File: src/rtl/dct_pkg.sv
package dct_pkg;

  // Control word, MSB first: init_lvl is bit 10, en is bit 0
  typedef struct packed {
    logic       init_lvl;
    logic       pol;
    logic [1:0] bsel;
    logic [1:0] mode_b;
    logic [1:0] mode_a;
    logic       clr_a;
    logic       pause;
    logic       en;
  } ctrl_t;

  localparam int CTRL_W = $bits(ctrl_t);

  localparam logic [1:0] ADDR_CTRL = 2'd0;
  localparam logic [1:0] ADDR_CMPA = 2'd1;
  localparam logic [1:0] ADDR_CMPB = 2'd2;
  localparam logic [1:0] ADDR_FLAG = 2'd3;

  localparam int N_FLAG = 3;
  localparam int FLAG_A = 0;
  localparam int FLAG_B = 1;
  localparam int FLAG_P = 2;

  typedef enum logic [1:0] {
    OPM_CMP = 2'd0,
    OPM_TMR = 2'd1,
    OPM_PWM = 2'd2
  } opmode_e;

  function automatic opmode_e decode_mode(input logic [1:0] ma, input logic [1:0] mb);
    if (ma == 2'b11 && mb == 2'b11) return OPM_TMR;
    if (ma == 2'b10 && mb == 2'b10) return OPM_PWM;
    return OPM_CMP;
  endfunction

  // Level after a compare-B match, from the current level and the action code
  function automatic logic match_level(input logic cur, input logic [1:0] sel);
    case (sel)
      2'b01:   return 1'b0;
      2'b10:   return 1'b1;
      2'b11:   return ~cur;
      default: return cur;
    endcase
  endfunction

endpackage

File: src/rtl/dct_regs.sv
module dct_regs
  import dct_pkg::*;
#(
  parameter int CNT_W  = 10,
  parameter int DATA_W = 11
) (
  input  logic              clk,
  input  logic              rst_n,
  input  logic              wr_en,
  input  logic [1:0]        wr_addr,
  input  logic [DATA_W-1:0] wr_data,
  output ctrl_t             ctrl_q,
  output logic [CNT_W-1:0]  cmp_a_q,
  output logic [CNT_W-1:0]  cmp_b_q,
  output logic [N_FLAG-1:0] flag_w1c
);

  always_ff @(posedge clk) begin
    if (!rst_n) begin
      ctrl_q  <= '0;
      cmp_a_q <= '0;
      cmp_b_q <= '0;
    end else if (wr_en) begin
      case (wr_addr)
        ADDR_CTRL: ctrl_q  <= ctrl_t'(wr_data[CTRL_W-1:0]);
        ADDR_CMPA: cmp_a_q <= wr_data[CNT_W-1:0];
        ADDR_CMPB: cmp_b_q <= wr_data[CNT_W-1:0];
        default:   ;
      endcase
    end
  end

  always_comb begin
    flag_w1c = '0;
    if (wr_en && wr_addr == ADDR_FLAG) flag_w1c = wr_data[N_FLAG-1:0];
  end

endmodule

File: src/rtl/dct_counter.sv
module dct_counter #(
  parameter int CNT_W = 10
) (
  input  logic             clk,
  input  logic             rst_n,
  input  logic             en,
  input  logic             pause,
  input  logic             clr_a,
  input  logic [CNT_W-1:0] cmp_a,
  input  logic [CNT_W-1:0] cmp_b,
  output logic [CNT_W-1:0] count,
  output logic             en_rise,
  output logic             run,
  output logic             hit_a,
  output logic             hit_b,
  output logic             wrap_p
);

  localparam logic [CNT_W-1:0] CNT_MAX = {CNT_W{1'b1}};

  logic en_d;
  logic restart;

  function automatic logic [CNT_W-1:0] next_count(input logic [CNT_W-1:0] c, input logic rst_now);
    return rst_now ? '0 : c + 1'b1;
  endfunction

  assign en_rise = en & ~en_d;
  assign run     = en & en_d & ~pause;
  assign restart = clr_a && (cmp_a != '0) && (count == cmp_a);
  assign hit_a   = run && (count == cmp_a) && !(clr_a && cmp_a == '0);
  assign hit_b   = run && (count == cmp_b);
  assign wrap_p  = run && (count == CNT_MAX) && !clr_a;

  always_ff @(posedge clk) begin
    if (!rst_n) begin
      en_d  <= 1'b0;
      count <= '0;
    end else begin
      en_d <= en;
      if (!en)      count <= '0;
      else if (run) count <= next_count(count, restart);
    end
  end

endmodule

File: src/rtl/dct_flags.sv
module dct_flags
  import dct_pkg::*;
(
  input  logic              clk,
  input  logic              rst_n,
  input  logic [N_FLAG-1:0] set_evt,
  input  logic [N_FLAG-1:0] clr_req,
  output logic [N_FLAG-1:0] flags
);

  logic [N_FLAG-1:0] nxt;

  for (genvar i = 0; i < N_FLAG; i++) begin : g_flag
    assign nxt[i] = set_evt[i] | (flags[i] & ~clr_req[i]);
  end

  always_ff @(posedge clk) begin
    if (!rst_n) flags <= '0;
    else        flags <= nxt;
  end

endmodule

File: src/rtl/dct_outgen.sv
module dct_outgen
  import dct_pkg::*;
#(
  parameter int CNT_W = 10
) (
  input  logic             clk,
  input  logic             rst_n,
  input  opmode_e          mode,
  input  logic [1:0]       bsel,
  input  logic             pol,
  input  logic             init_lvl,
  input  logic             en,
  input  logic             en_rise,
  input  logic             hit_b,
  input  logic [CNT_W-1:0] count,
  input  logic [CNT_W-1:0] cmp_b,
  output logic             level_q,
  output logic             pin,
  output logic             pin_unused
);

  function automatic logic pwm_active(input logic [CNT_W-1:0] c, input logic [CNT_W-1:0] duty);
    return c < duty;
  endfunction

  always_ff @(posedge clk) begin
    if (!rst_n)                           level_q <= 1'b0;
    else if (en_rise)                     level_q <= init_lvl;
    else if (hit_b && mode != OPM_PWM)    level_q <= match_level(level_q, bsel);
  end

  always_comb begin
    pin_unused = (mode == OPM_TMR);
    case (mode)
      OPM_TMR: pin = 1'b0;
      OPM_PWM: pin = (en & pwm_active(count, cmp_b)) ^ pol;
      default: pin = level_q ^ pol;
    endcase
  end

endmodule

File: src/rtl/dual_cmp_timer.sv
module dual_cmp_timer
  import dct_pkg::*;
#(
  parameter  int CNT_W  = 10,
  localparam int DATA_W = (CNT_W > CTRL_W) ? CNT_W : CTRL_W
) (
  input  logic              clk,
  input  logic              rst_n,
  input  logic              wr_en,
  input  logic [1:0]        wr_addr,
  input  logic [DATA_W-1:0] wr_data,
  output logic [CNT_W-1:0]  count,
  output logic              pin,
  output logic              pin_unused,
  output logic              irq_a,
  output logic              irq_b,
  output logic              irq_p
);

  ctrl_t             ctrl_q;
  logic [CNT_W-1:0]  cmp_a_q;
  logic [CNT_W-1:0]  cmp_b_q;
  logic [N_FLAG-1:0] flag_w1c;
  logic [N_FLAG-1:0] flag_set;
  logic [N_FLAG-1:0] flags;
  logic              en_rise, run, hit_a, hit_b, wrap_p, level_q;
  opmode_e           mode;

  // named configuration wires for the checker
  logic       cfg_en, cfg_pause, cfg_clr_a, cfg_pol, cfg_init;
  logic [1:0] cfg_bsel, cfg_ma, cfg_mb;

  assign cfg_en    = ctrl_q.en;
  assign cfg_pause = ctrl_q.pause;
  assign cfg_clr_a = ctrl_q.clr_a;
  assign cfg_pol   = ctrl_q.pol;
  assign cfg_init  = ctrl_q.init_lvl;
  assign cfg_bsel  = ctrl_q.bsel;
  assign cfg_ma    = ctrl_q.mode_a;
  assign cfg_mb    = ctrl_q.mode_b;
  assign mode      = decode_mode(cfg_ma, cfg_mb);

  dct_regs #(.CNT_W(CNT_W), .DATA_W(DATA_W)) u_regs (
    .clk(clk), .rst_n(rst_n), .wr_en(wr_en), .wr_addr(wr_addr), .wr_data(wr_data),
    .ctrl_q(ctrl_q), .cmp_a_q(cmp_a_q), .cmp_b_q(cmp_b_q), .flag_w1c(flag_w1c)
  );

  dct_counter #(.CNT_W(CNT_W)) u_cnt (
    .clk(clk), .rst_n(rst_n), .en(cfg_en), .pause(cfg_pause), .clr_a(cfg_clr_a),
    .cmp_a(cmp_a_q), .cmp_b(cmp_b_q), .count(count), .en_rise(en_rise), .run(run),
    .hit_a(hit_a), .hit_b(hit_b), .wrap_p(wrap_p)
  );

  assign flag_set[FLAG_A] = hit_a;
  assign flag_set[FLAG_B] = hit_b;
  assign flag_set[FLAG_P] = wrap_p;

  dct_flags u_flags (
    .clk(clk), .rst_n(rst_n), .set_evt(flag_set), .clr_req(flag_w1c), .flags(flags)
  );

  assign irq_a = flags[FLAG_A];
  assign irq_b = flags[FLAG_B];
  assign irq_p = flags[FLAG_P];

  dct_outgen #(.CNT_W(CNT_W)) u_out (
    .clk(clk), .rst_n(rst_n), .mode(mode), .bsel(cfg_bsel), .pol(cfg_pol),
    .init_lvl(cfg_init), .en(cfg_en), .en_rise(en_rise), .hit_b(hit_b),
    .count(count), .cmp_b(cmp_b_q), .level_q(level_q), .pin(pin), .pin_unused(pin_unused)
  );

endmodule

File: config.mk
export PLATFORM = sky130hd
export DESIGN_NAME = dual_cmp_timer
export DESIGN_NICKNAME = d
export VERILOG_FILES = /design/src/rtl/dct_pkg.sv /design/src/rtl/dct_regs.sv /design/src/rtl/dct_counter.sv /design/src/rtl/dct_flags.sv /design/src/rtl/dct_outgen.sv /design/src/rtl/dual_cmp_timer.sv
export SDC_FILE = /design/constraint.sdc
export NUM_CORES = 1
export LEC_CHECK = 0
export BUFFER_PORTS_ARGS = -buffer_cell sky130_fd_sc_hd__clkbuf_2
export CAP_MARGIN = 20
export CORE_ASPECT_RATIO = 1.75
export CORE_MARGIN = 10
export CORE_UTILIZATION = 58
export DETAILED_ROUTE_END_ITERATION = 7
export PLACE_DENSITY = 0.8
export SETUP_SLACK_MARGIN = 0.2
export SLEW_MARGIN = 20
export SYNTH_ARGS = -nofsm -noshare
export SYNTH_HDL_FRONTEND = slang
export SYNTH_HIERARCHICAL = 1
export SYNTH_SLANG_ARGS = --single-unit
export TNS_END_PERCENT = 5
File: constraint.sdc
create_clock -name clk -period 1.7 [get_ports clk]
set_input_delay 0 -clock clk [delete_from_list [all_inputs] [get_ports clk]]
set_output_delay 0 -clock clk [all_outputs]
set_load 0.005 [all_outputs]
==> metrics.md, run 1 <==
| Metric | Value |
|---|---|
| Count of final setup violators | `2` |
| Main synth FF type | `dfxtp_1` |
| Die area | `about 0.0075 mm^2` |
| Vias/cell | `~5.8` |
| Die Y | `roughly 110 um` |
| WP buf/inv | `2` |
| Violated checks | `negative setup slack` |
| Main combinational cell family by area after synthesis | `simple AND/OR/NAND/NOR gates` |
| Synth warn | `6` |
| Post-Synth Simple-Gate Area | `approximately a quarter` |
| Post-synth EDFFs | `0` |
| Maximum number of pins on one net before global-route repair | `25` |
| Adder-Cell Fraction of Synth Area | `under 10%` |
| Cell Chain, Critical Path | `inv_2 -> ha_4 -> a211o_1 -> a21oi_2 -> o21ai_2 -> or4_4 -> o311ai_2 -> buf_2` |
| GRT Total Usage | `about 17%` |
| Status | `complete, but fails checks` |
| N_diodes | `0` |
| Layout cells sized above 1 | `approximately 36%` |
| Sequential area share after synthesis | `between 30% and 40%` |
| GR Overflow Total | `0` |
| Pwr/cell area | `~630 mW/mm^2` |
| Final core occ | `between 70% and 80%` |
| Worst setup startpoint | `u_regs/cmp_b_q[3]$_SDFFE_PN0P_` |
| Worst hold path class | `in2reg` |
| Dpl ws | `-0.102 ns` |
| Slew @ Worst Pin | `between 0.6 and 0.7 ns` |
| Crit-path max cell delay | `between 0.4 and 0.5 ns` |
| Syn Nets | `between 200 and 300` |
| Port-buffer cells | `30` |
| TritonCTS clock tree | `yes` |
| Relative slew slack | `a little over half` |
| TritonCTS buffer count | `5` |
| Placed Area | `~0.0029 mm^2` |
| Clk_skew | `around 0.0083 ns` |
| Synth Register Bits | `46` |
| Avg WL per Cell | `roughly 17 um` |
| Fmax | `roughly 0.48 GHz` |
| Hold slack | `~0.0039 ns` |
| Clock slew at reported path FFs | `approximately 0.09 ns` |
| Setup crit start kind | `flip-flop` |
| Fin area | `approximately 0.0032 mm^2` |
| Worst Setup EP | `pin` |
| Later-pin clock latency in the skew report | `0.31 ns` |
| CTS max path bufs | `2` |
| Ports | `31` |
| FFs w/ async S/R, synth | `0%` |
| Drt drc | `0` |
| Synth Area in Compound Gates | `between 6 and 7%` |
| Cell family with most CP delay | `compound AO/OA/AOI/OAI gates` |
| Final period util | `122%` |
| Max FO, Critical Path | `2` |
| Pleak | `approximately 1.5 nW` |
| Total wire length | `between 6 and 7 mm` |
| R2R Setup Slk | `-0.07 ns` |
| Most frequent cells in the layout | `nand2_1 (49), dfxtp_1 (36), mux2i_1 (31), clkbuf_2 (29), buf_4 (29)` |
| # Max-Cap Violations | `0` |
| HPWL Detailed | `approximately 4.8 mm` |
| Reg-to-reg startpoint | `u_cnt/count[4]$_SDFFE_PN0P_` |
| Clk sinks | `46` |
| Sum Neg Setup Slack | `-0.448 ns` |
| Multiplexer area fraction after synthesis | `12.2%` |
| Die X | `~70 um` |
| TritonRoute pass-1 iters | `4` |
| Initial antenna violation count | `0` |
| Worst IR Drop VDD | `approximately 0.84 mV` |
| CP Capture Type | `primary output` |
| Routed Antenna Nets | `0` |
| Fillers | `~280` |
| Starting density of the core | `about three fifths` |
| R2R cell count | `8` |
| Worst EP required | `1.70 ns` |
| Reg2Reg Capture Point | `u_out/level_q$_SDFFE_PN0P_` |
| Cell count after synthesis | `273` |
| RSZ-0062 raised after global routing | `true` |
| Row Count | `31` |
| Global placer's final weighted congestion | `0.794` |
| Arrival time of the worst setup path | `~2.1 ns` |
| Via count | `between 2000 and 2500` |
| Vias in the first global route | `around 2200` |
| H-tree levels | `2` |
| Final setup margin | `-0.382 ns` |
| DRT iter0 DRCs | `between 100 and 150` |
| Layout Nets | `about 360` |
| Synth Area in XOR/XNOR | `under 10%` |
| Core Area | `about 0.0042 mm^2` |
| Worst setup path class | `reg2out` |
| Multi-input gate area | `around 0.0016 mm^2` |
| Final Max Slew Viols | `0` |
| Final Hold Fails | `0` |
| Most common cell after layout, fill and taps aside | `nand2_1` |
| Distinct cells, synth | `49` |
| Netlist area before placement | `0.00254 mm^2` |
| Layout Area Growth over Synthesis | `26.3%` |
| Final period demand of the worst path | `2.08 ns` |
| Avg Inst Size Synth | `a little over 9 um^2` |
| Slowest cell on the critical path | `or4_4` |
| Register Area | `around 940 um^2` |
| WP depth | `8` |
| CTS Root Cell | `clkbuf_8` |
| First-pass GRT wire length | `10.2 mm` |
synth_stat cells (all sizes together), types with 4 or more instances:
library cell | count | area share [%]
inv | 15 | 2.2
nor4 | 7 | 2.6
xor2 | 13 | 4.5
nor2b | 5 | 2.1
ha | 10 | 4.9
xnor2 | 16 | 5.5
o21a | 4 | 1.2
mux2i | 31 | 12
and2 | 4 | 0.98
nand4 | 7 | 1.7
buf | 12 | 3.3
nand2 | 49 | 7.2
dfxtp | 46 | 36
nor2 | 11 | 2.5
o21ai | 4 | 0.79
nand3 | 4 | 0.98
registers in the layout, summed over array words and instances, names as in the netlist:
name	count
u_regs/ctrl_q	11
u_cnt/count	10
u_regs/cmp_a_q	10
u_regs/cmp_b_q	10
u_flags/flags	3
u_cnt/en_d	1
u_out/level_q	1
through the flow:
| step | std cells | power (W) |
|---|---|---|
| global route | 381 | 0.00210 |
| detailed placement | 368 | 0.00134 |
| floorplan | 273 | 0.00127 |
| CTS | 380 | 0.00202 |
| finish | 381 | 0.00203 |
| global placement | 368 | 0.00133 |
cell type report:
type / count / share of cell area (%)
clock buffers: 5 / 2.14
clock inverters: 3 / 0.662
inverters: 15 / 1.75
multi-input cells: 197 / 50.4
flip-flops and latches: 46 / 29.1
well taps: 49 / 1.91
repair buffers: 66 / 14.0
tightest hold or removal path, delay by kind of cell:
kind          cells  cell delay, ns
buf+inv           1            0.08
mux               1            0.08
simple gates      1            0.11
report_power, final:
group	total [W]	internal [W]	switching [W]	leakage (nW)
clock network	0.000681	0.000289	0.000391	0.0441
logic	0.000218	0.000102	0.000116	1.07
registers	0.00113	0.00110	0.0000260	0.378
total	0.00203	0.00149	0.000533	1.50
what timing repair did:
| action | 4_1_cts | 5_1_grt |
|---|---|---|
| resized for setup | 19 | 15 |
| pin swaps | 13 | 7 |
| setup endpoints to repair | 15 | 15 |
| hold buffers | 4 | 0 |
| hold endpoints to repair | 10 | 0 |
| buffers inserted | 0 | 1 |
metal layers:
metal,part of all wire (%),track usage (%),up-vias
li1,-,-,1056
met1,39,16.8,1050
met2,50,28.7,74
met3,5.0,4.06,31
met4,6.1,13.5,0
met5,0,0,-
worst min path at each step:
stage	cells past startpoint	from	to	slack [ns]
6_report	3	wr_data[6]	u_regs/cmp_b_q[6]$_SDFFE_PN0P_	0.004
4_1_cts	3	wr_data[9]	u_regs/ctrl_q[9]$_SDFFE_PN0P_	0.006
3_3_place_gp	3	wr_data[10]	u_regs/ctrl_q[10]$_SDFFE_PN0P_	0.23
2_1_floorplan	2	rst_n	u_cnt/en_d$_SDFF_PN0_	0.12
3_5_place_dp	3	wr_data[10]	u_regs/ctrl_q[10]$_SDFFE_PN0P_	0.25
5_1_grt	3	wr_data[6]	u_regs/ctrl_q[6]$_SDFFE_PN0P_	0.001
kinds of logic (layout without fill, tap and decap cells):
| logic type | Yosys count | after routing |
|---|---|---|
| flops | 46 | 46 |
| fa+ha+maj | 10 | 10 |
| simple gates | 105 | 105 |
| compound gates | 22 | 22 |
| mux | 31 | 31 |
| buf+inv | 30 | 89 |
| xor+xnor | 29 | 29 |
Note: power is estimated with default switching activity, not from simulation.
==> run 2: changes to the inputs <==
CORE_MARGIN = not set   (was 10)
SKIP_CTS_REPAIR_TIMING = 1   (was not set)
==> metrics.md, run 2 (same netlist as run 1, synthesis figures left out) <==
| Metric | Value |
|---|---|
| Drt drc | `0` |
| Cell Chain, Critical Path | `inv_1 -> ha_1 -> a211o_1 -> a21oi_2 -> o21ai_2 -> or4_1 -> o311ai_2 -> buf_2` |
| Layout cells sized above 1 | `a little under a third` |
| Starting density of the core | `just over 60%` |
| Slew @ Worst Pin | `0.650 ns` |
| HPWL Detailed | `~4.5 mm` |
| # Max-Cap Violations | `0` |
| TritonCTS clock tree | `yes` |
| N_diodes | `0` |
| Pleak | `1.48 nW` |
| Cell Count, Final, Fillers Out | `~380` |
| Clk sinks | `46` |
| Core Area | `between 0.004 and 0.005 mm^2` |
| Avg WL per Cell | `16.4 um` |
| Die X | `between 50 and 60 um` |
| Placed insts | `368` |
| Die area | `~0.0047 mm^2` |
| Max FO, Critical Path | `2` |
| Fmax | `roughly 0.46 GHz` |
| Arrival time of the worst setup path | `approximately 2.2 ns` |
| Final setup margin | `-0.462 ns` |
| Pwr/cell area | `roughly 700 mW/mm^2` |
| Vias in the first global route | `2104` |
| Violated checks | `negative hold slack, negative setup slack` |
| Count of final setup violators | `2` |
| Most common cell after layout, fill and taps aside | `nand2_1` |
| Ports | `31` |
| Maximum number of pins on one net before global-route repair | `between 40 and 50` |
| Reg with most FFs | `u_regs/ctrl_q` |
| Final period demand of the worst path | `approximately 2.2 ns` |
| DRT iter0 DRCs | `76` |
| Setup crit start kind | `flip-flop` |
| Worst hold path class | `in2reg` |
| CTS max path bufs | `2` |
| Via count | `2155` |
| CP Capture Type | `primary output` |
| Routed Antenna Nets | `0` |
| Layout Nets | `approximately 350` |
| Relative slew slack | `~57%` |
| Status | `complete, but fails checks` |
| Initial antenna violation count | `0` |
| Most frequent cells in the layout | `nand2_1 (49), dfxtp_1 (40), mux2i_1 (31), clkbuf_2 (29), buf_4 (29)` |
| Later-pin clock latency in the skew report | `0.31 ns` |
| CTS Root Cell | `clkbuf_8` |
| Final Max Slew Viols | `0` |
| RSZ-0062 raised after global routing | `true` |
| Hold slack | `-0.00976 ns` |
| Vias/cell | `approximately 5.7` |
| Clock slew at reported path FFs | `around 0.1 ns` |
| Slowest cell on the critical path | `or4_1` |
| First-pass GRT wire length | `9.52 mm` |
| TritonRoute pass-1 iters | `4` |
| TritonCTS buffer count | `5` |
| Crit-path max cell delay | `about 0.43 ns` |
| Worst IR Drop VDD | `~1 mV` |
| Placed Area | `between 0.002 and 0.003 mm^2` |
| Max reg flops | `11` |
| Clk_skew | `between 0.01 and 0.015 ns` |
| H-tree levels | `2` |
| Fin area | `between 0.003 and 0.004 mm^2` |
| GR Overflow Total | `0` |
| Port-buffer cells | `30` |
| Worst EP required | `1.70 ns` |
| Row Count | `31` |
| Final period util | `127%` |
| Layout Area Growth over Synthesis | `22.4%` |
| Final Hold Fails | `7` |
| Worst setup path class | `reg2out` |
| Die Y | `89.6 um` |
| Total wire length | `6.21 mm` |
| Global placer's final weighted congestion | `0.937` |
| GRT Total Usage | `roughly 28%` |
## run 2: area by class of cell
type | instances | area, um^2
clock buffers | 5 | 68.8
clock inverters | 3 | 43.8
fillers | 312 | 1070
inverters | 15 | 56.3
multi-input cells | 197 | 1520
flip-flops and latches | 46 | 933
well taps | 49 | 61.3
repair buffers | 63 | 428
## run 2: final timing paths
kind | endpoint | cells past startpoint | slack (ns) | startpoint
max reg2reg | u_out/level_q$_SDFFE_PN0P_ | 7 | -0.09 | u_cnt/count[0]$_SDFFE_PN0P_
max | pin | 8 | -0.46 | u_regs/cmp_b_q[3]$_SDFFE_PN0P_
min reg2reg | u_regs/ctrl_q[10]$_SDFFE_PN0P_ | 2 | 0.47 | u_regs/ctrl_q[10]$_SDFFE_PN0P_
min | u_regs/ctrl_q[5]$_SDFFE_PN0P_ | 3 | -0.01 | wr_data[5]
## run 2: layer usage
metal	up-vias	GRT usage, %	part of all wire (%)
li1	1041	-	-
met1	1023	29.1	40
met2	63	51.9	52
met3	28	4.88	3.6
met4	0	18.2	5.2
met5	-	0	0
## run 2: worst max-delay path, delay by kind of cell, from the launching register on
kind                       cells  cell delay, ns
and+or+nand+nor                1            0.43
buffers and inverters          2            0.19
DFF                            1            0.34
AOI/OAI and AO/OA              4            0.60
adders and majority gates      1            0.30
## run 2: where the power goes
group          switching, W  total [W]  leakage (nW)  internal [W]
Combinational      0.000110   0.000205          1.05     0.0000946
Clock              0.000401   0.000842        0.0585      0.000441
Sequential        0.0000232    0.00112         0.376       0.00110
## run 2: per-stage QoR
stage | hold WS, ns | setup WS [ns] | total power, W | utilization [%] | TNS (ns)
2_1_floorplan | 0.116 | 0.144 | 0.00127 | - | 0
3_3_place_gp | 0.229 | -0.0313 | 0.00133 | 70.0 | -0.0498
3_5_place_dp | 0.241 | -0.0809 | 0.00134 | 70.0 | -0.158
4_1_cts | -0.0840 | -0.419 | 0.00217 | 72.7 | -0.530
5_1_grt | 0.00406 | -0.551 | 0.00224 | 74.4 | -0.740
6_report | -0.00976 | -0.462 | 0.00217 | 74.4 | -0.557
